## config.mk

```make
export PLATFORM = sky130hd
export DESIGN_NAME = bus_wave_seq
export DESIGN_NICKNAME = d
export VERILOG_FILES = /design/src/rtl/bus_wave_seq_pkg.sv /design/src/rtl/bws_pattern_ram.sv /design/src/rtl/bws_loop_track.sv /design/src/rtl/bws_line_drive.sv /design/src/rtl/bus_wave_seq.sv
export SDC_FILE = /design/constraint.sdc
export NUM_CORES = 1
export LEC_CHECK = 0
export BUFFER_PORTS_ARGS = -buffer_cell sky130_fd_sc_hd__buf_2
export CORE_MARGIN = 2
export CORE_UTILIZATION = 50
export DETAILED_ROUTE_END_ITERATION = 7
export PLACE_DENSITY = 0.67
export SYNTH_ARGS = -nofsm -noshare
export SYNTH_HDL_FRONTEND = slang
export SYNTH_HIERARCHICAL = 1
export SYNTH_SLANG_ARGS = --single-unit
export TNS_END_PERCENT = 30
```

## constraint.sdc

```tcl
create_clock -name clk -period 3.7 [get_ports clk]
set_input_delay 0.185 -clock clk [delete_from_list [all_inputs] [get_ports clk]]
set_output_delay 0.185 -clock clk [all_outputs]
set_load 0.05 [all_outputs]
```

## src/rtl/bus_wave_seq_pkg.sv

```systemverilog
package bus_wave_seq_pkg;

    typedef enum logic [1:0] {
        ST_IDLE   = 2'd0,
        ST_RUN    = 2'd1,
        ST_FINISH = 2'd2
    } seq_state_e;

    // fixed control field positions inside a pattern word
    localparam int RPT_LO    = 0;
    localparam int LOOP_POS  = 2;
    localparam int LAST_POS  = 3;
    localparam int LINE_BASE = 4;

endpackage

```

## src/rtl/bws_pattern_ram.sv

```systemverilog
module bws_pattern_ram #(
    parameter int AW = 4,
    parameter int WW = 12
) (
    input  logic          clk,
    input  logic          we,
    input  logic [AW-1:0] waddr,
    input  logic [WW-1:0] wdata,
    input  logic [AW-1:0] raddr,
    output logic [WW-1:0] rdata
);
    localparam int DEPTH = 1 << AW;

    logic [WW-1:0] mem [DEPTH];

    always_ff @(posedge clk) begin
        if (we) begin
            mem[waddr] <= wdata;
        end
    end

    assign rdata = mem[raddr];

endmodule

```

## src/rtl/bws_loop_track.sv

```systemverilog
module bws_loop_track #(
    parameter int AW  = 4,
    parameter int LCW = 2
) (
    input  logic           clk,
    input  logic           rst_n,
    input  logic           clear,
    input  logic           running,
    input  logic           word_done,
    input  logic           loop_bit,
    input  logic [AW-1:0]  addr,
    input  logic [LCW-1:0] mode_cnt,
    output logic           take_back,
    output logic [AW-1:0]  start_addr
);
    logic           in_loop;
    logic [LCW-1:0] count;
    logic           is_end;

    assign is_end    = in_loop && loop_bit && (addr != start_addr);
    assign take_back = is_end && (count != '0);

    always_ff @(posedge clk) begin
        if (!rst_n || clear) begin
            in_loop    <= 1'b0;
            count      <= '0;
            start_addr <= '0;
        end else if (running && !in_loop && loop_bit) begin
            in_loop    <= 1'b1;
            start_addr <= addr;
            count      <= mode_cnt;
        end else if (word_done && is_end) begin
            if (count != '0) begin
                count <= count - 1'b1;
            end else begin
                in_loop <= 1'b0;
            end
        end
    end

endmodule

```

## src/rtl/bws_line_drive.sv

```systemverilog
module bws_line_drive #(
    parameter int NLINE = 4
) (
    input  logic               active,
    input  logic               second_half,
    input  logic               wait_mode,
    input  logic [2*NLINE-1:0] line_bits,
    output logic [NLINE-1:0]   lines
);
    for (genvar k = 0; k < NLINE; k++) begin : g_line
        if (k == NLINE - 1) begin : g_shared
            assign lines[k] = active && !wait_mode &&
                              (second_half ? line_bits[2*k+1] : line_bits[2*k]);
        end else begin : g_plain
            assign lines[k] = active &&
                              (second_half ? line_bits[2*k+1] : line_bits[2*k]);
        end
    end

endmodule

```

## src/rtl/bus_wave_seq.sv

```systemverilog
module bus_wave_seq
    import bus_wave_seq_pkg::*;
#(
    parameter int AW    = 4,
    parameter int NLINE = 4,
    parameter int LCW   = 2
) (
    input  logic                 clk,
    input  logic                 rst_n,
    input  logic                 wr_en_i,
    input  logic [AW-1:0]        wr_addr_i,
    input  logic [4+2*NLINE-1:0] wr_data_i,
    input  logic                 mode_wait_i,
    input  logic [LCW-1:0]       mode_loops_i,
    input  logic [AW-1:0]        start_addr_i,
    input  logic                 start_i,
    input  logic                 wait_i,
    output logic [NLINE-1:0]     gpl_o,
    output logic                 sample_o,
    output logic                 done_o
);
    localparam int WW     = LINE_BASE + 2 * NLINE;
    localparam int SEL_POS = LINE_BASE + 2 * (NLINE - 1);
    localparam int WEN_POS = SEL_POS + 1;

    seq_state_e    state, state_nx;
    logic [AW-1:0] addr;
    logic [1:0]    qph;
    logic [1:0]    rep_cnt;
    logic          pend;
    logic [WW-1:0] word;
    logic [1:0]    rpt;
    logic          run, fin, go, stall, early;
    logic          period_end, rep_done, word_end, take_back;
    logic [AW-1:0] loop_start;
    logic [NLINE-1:0] lines;

    assign run        = (state == ST_RUN);
    assign fin        = (state == ST_FINISH);
    assign go         = (state == ST_IDLE) && start_i;
    assign rpt        = word[RPT_LO+1:RPT_LO];
    assign early      = mode_wait_i && word[SEL_POS];
    assign stall      = run && mode_wait_i && word[WEN_POS] && wait_i;
    assign period_end = run && !stall && (qph == 2'd3);
    assign rep_done   = (rep_cnt == rpt);
    assign word_end   = period_end && rep_done;

    bws_pattern_ram #(.AW(AW), .WW(WW)) u_ram (
        .clk   (clk),
        .we    (wr_en_i && (state == ST_IDLE)),
        .waddr (wr_addr_i),
        .wdata (wr_data_i),
        .raddr (addr),
        .rdata (word)
    );

    bws_loop_track #(.AW(AW), .LCW(LCW)) u_loop (
        .clk        (clk),
        .rst_n      (rst_n),
        .clear      (go),
        .running    (run),
        .word_done  (word_end && !word[LAST_POS]),
        .loop_bit   (word[LOOP_POS]),
        .addr       (addr),
        .mode_cnt   (mode_loops_i),
        .take_back  (take_back),
        .start_addr (loop_start)
    );

    bws_line_drive #(.NLINE(NLINE)) u_lines (
        .active      (run),
        .second_half (qph[1]),
        .wait_mode   (mode_wait_i),
        .line_bits   (word[WW-1:LINE_BASE]),
        .lines       (lines)
    );

    // state register
    always_ff @(posedge clk) begin
        if (!rst_n) begin
            state <= ST_IDLE;
        end else begin
            state <= state_nx;
        end
    end

    // transitions
    always_comb begin
        state_nx = state;
        unique case (state)
            ST_IDLE:   if (start_i) state_nx = ST_RUN;
            ST_RUN:    if (word_end && word[LAST_POS]) state_nx = ST_FINISH;
            ST_FINISH: state_nx = ST_IDLE;
            default:   state_nx = ST_IDLE;
        endcase
    end

    // sequencing datapath
    always_ff @(posedge clk) begin
        if (!rst_n) begin
            addr    <= '0;
            qph     <= '0;
            rep_cnt <= '0;
            pend    <= 1'b0;
        end else if (go) begin
            addr    <= start_addr_i;
            qph     <= '0;
            rep_cnt <= '0;
            pend    <= 1'b0;
        end else if (run && !stall) begin
            qph  <= qph + 2'd1;
            pend <= (qph == 2'd3) && !early;
            if (qph == 2'd3) begin
                if (!rep_done) begin
                    rep_cnt <= rep_cnt + 2'd1;
                end else begin
                    rep_cnt <= '0;
                    if (!word[LAST_POS]) begin
                        addr <= take_back ? loop_start : addr + 1'b1;
                    end
                end
            end
        end else if (fin) begin
            pend <= 1'b0;
        end
    end

    // outputs
    always_comb begin
        gpl_o    = lines;
        done_o   = fin;
        sample_o = ((run || fin) && pend && !stall) ||
                   (run && !stall && (qph == 2'd2) && early);
    end

endmodule

```

==> reports/qor.txt <==
status -> completed
layout cell share with drive strength beyond 1 -> 24.77%
Port Buffers -> 33
Reg2Reg Depth -> 9
post-CTS setup buffers -> 0
worst path cell trace -> mux4_1, a22oi_1, nand2_1, and3_1, nor4_4, nand2_1, nor3_2, nor4b_1, or3_1
Post-route DRC -> 0
HPWL Detailed -> 10.70 mm
Worst Path Max Fanout -> 26
slew margin rel. -> 58.88%
flip-flop and latch count after synthesis -> 210
die area -> 18,350 sq um
Routed WL per cell -> 22.58 um
hold buffer count at cts -> 2
Vias -> 4,450
Worst path most repeated cell -> nand2_1
root buffer cell -> clkbuf_16
final hold vios -> 0
Seq/Total Area, Yosys -> 70.87%
total global routing overflow -> 0
Tot GR Track Use -> 19.43%
H-tree Lvls -> 1
Worst Path Required -> 4.07 ns
Pleak -> 3.296 nW
Post-synth ARST share -> 0%
chip width -> 135.5 um
DRT Pass-1 Iters -> 4
die height -> 135.5 um
Area Growth Syn to Fin -> 14.68%
Post-Route Setup TNS -> 0 ns
Slew Viols, Final -> 0
initial antenna violation count -> 0
PostCTS Resize Cnt -> 0
Final GP Congestion -> 0.7792
CP endpoint -> u_loop/count[1]$_SDFFE_PP0P_
# diodes -> 0
Num Clock Sinks -> 210
Post-Syn Area -> 8643 sq um
slowest cell on the critical path -> dfxtp_4
Post-synth EDFFs -> 192
Tmin final -> 3.188 ns
CP peak stage delay -> 0.66 ns
Layout Utilization -> 57.91%
RSZ-0062 raised after global routing -> no
Nets -> 566
Top FF cell, synth -> edfxtp_1
core area -> 17,120 sq um
Initial Util -> 50.50%
Worst Setup SP -> addr[0]$_SDFFE_PN0P_
Post-Route WL -> 17.38 mm
CP endpoint kind -> flip-flop
peak supply drop -> 354.4 uV
Mapped Avg Cell Area -> 18.63 sq um
Yosys cell types -> 47
TritonCTS clock tree -> yes
Max Fclk -> 0.3137 GHz
vias in the first global route -> 4,572
Reg clk slew, reported paths -> 0.06 ns
type of origin of the critical path -> flip-flop
Top Ports -> 34
largest net degree at the start of global routing -> 27
Clock Latency Late Sink -> 0.49 ns
Post-Synthesis Cells -> 464
syn nets -> 501
max-cap violations -> 0
commonest non-fill, non-tap cell in the layout -> edfxtp_1
initial DRC count -> 353
R2R Setup Slk -> 0.51 ns
footprint of the multi-input gates -> 2370 sq um
CTS Buffer Depth -> 3
antenna viol nets, final -> 0
fillers -> 1,263
Worst Skew -> 0.008056 ns
RR Startpoint -> addr[0]$_SDFFE_PN0P_
Pwr per Cell Area -> 637.3 nW/um^2
Core Rows -> 48
worst-margin pin slew -> 0.6168 ns
CTS Buf Count -> 22
Ys Warns -> 6
Setup CP Type -> flip-flop to flip-flop
first-pass GRT wire length -> 26.28 mm
endpoints failing setup -> 0
Vias per Instance -> 5.779
most frequent cells in the layout -> edfxtp_1 (192), buf_2 (33), mux4_2 (33), nand2_1 (29)
Worst Path Arrival -> 3.56 ns
Sequential Area -> 6131 sq um
hold crit path type -> input pin to flip-flop
Reg2Reg Capture Point -> u_loop/count[1]$_SDFFE_PP0P_
Final period util -> 86.16%
critical path: cells and delay by family, from the launching register on:
kind,cells,cell delay (ns)
and+or+nand+nor,7,1.59
DFF,1,0.66
muxes,1,0.62
AOI/OAI and AO/OA,1,0.20
synthesized netlist by cell type, drive strengths merged (6+ instances only):
cell type	n	area share, %
a22oi	25	2.2
nor2b	8	0.58
nand2	29	1.3
nand2b	7	0.51
nor3	8	0.52
clkbuf	7	0.30
xor2	7	0.88
ha	9	1.3
nor2	22	0.96
dfxtp	18	4.2
buf	12	1.3
nand3	6	0.35
edfxtp	192	67
mux2i	12	1.4
inv	7	0.30
a21oi	8	0.46
mux4	48	13
sequential cells by signal, indices dropped and copies added, names as in the netlist:
| name | count |
|---|---|
| addr | 4 |
| rep_cnt | 2 |
| u_loop/count | 2 |
| state | 2 |
| u_loop/start_addr | 4 |
| u_loop/in_loop | 1 |
| qph | 2 |
| pend | 1 |
| u_ram/mem | 192 |
logic make-up after synthesis:
kind of cell	after synthesis	share of synthesized area (%)
DFF	210	70.87
and+or+nand+nor	101	6.239
muxes	60	14.55
AOI/OAI and AO/OA	47	3.909
buffers and inverters	27	1.940
xor gates and xnor gates	10	1.187
adders and majority gates	9	1.303
final cells by class:
class / count / share of cell area, %
Clock inverter: 16 / 1.490
Multi-Input combinational cell: 227 / 23.91
Tap cell: 225 / 2.840
Inverter: 8 / 0.3030
Sequential cell: 210 / 61.85
Timing Repair Buffer: 60 / 3.762
Clock buffer: 24 / 5.844
how the worst min path moves through the flow:
stage,start,slack (ns),to,cells after the start
6_report,start_addr_i[2],0.05,addr[2]$_SDFFE_PN0P_,4
5_1_grt,rst_n,0.06,addr[2]$_SDFFE_PN0P_,2
4_1_cts,start_addr_i[2],0.02,addr[2]$_SDFFE_PN0P_,4
3_5_place_dp,pend$_SDFFE_PP0P_,0.49,pend$_SDFFE_PP0P_,2
3_3_place_gp,u_loop/in_loop$_SDFFE_PP0P_,0.48,u_loop/in_loop$_SDFFE_PP0P_,2
2_1_floorplan,wr_data_i[0],0.28,u_ram/mem[0][0]$_DFFE_PP_,0
through the flow:
stage	worst slack, ns	hold WS, ns	power, W	cells	cell area [sq um]
floorplan	0.7215	0.2839	0.003879	464	8643
global placement	0.5778	0.4770	0.004157	728	9165
detailed placement	0.5163	0.4893	0.004201	728	9165
CTS	0.4870	0.01662	0.006387	770	9912
global route	0.2533	0.06262	0.006582	770	9912
finish	0.5121	0.04661	0.006317	770	9912
power by group:
group          switching (W)  total (W)  internal, W
clock               0.000836    0.00217      0.00133
sequential          0.000138    0.00282      0.00268
combinational       0.000725    0.00133     0.000607
total                0.00170    0.00632      0.00462
routing by layer:
| metal | part of all wire, % | vias up | track usage (%) |
|---|---|---|---|
| met5 | 0 | - | 0 |
| met4 | 1.7 | 0 | 5.093 |
| met3 | 5.4 | 25 | 2.768 |
| met2 | 48 | 134 | 31.47 |
| met1 | 45 | 2265 | 28.22 |
| li1 | - | 2026 | - |
(Power assumes the default switching activity.)
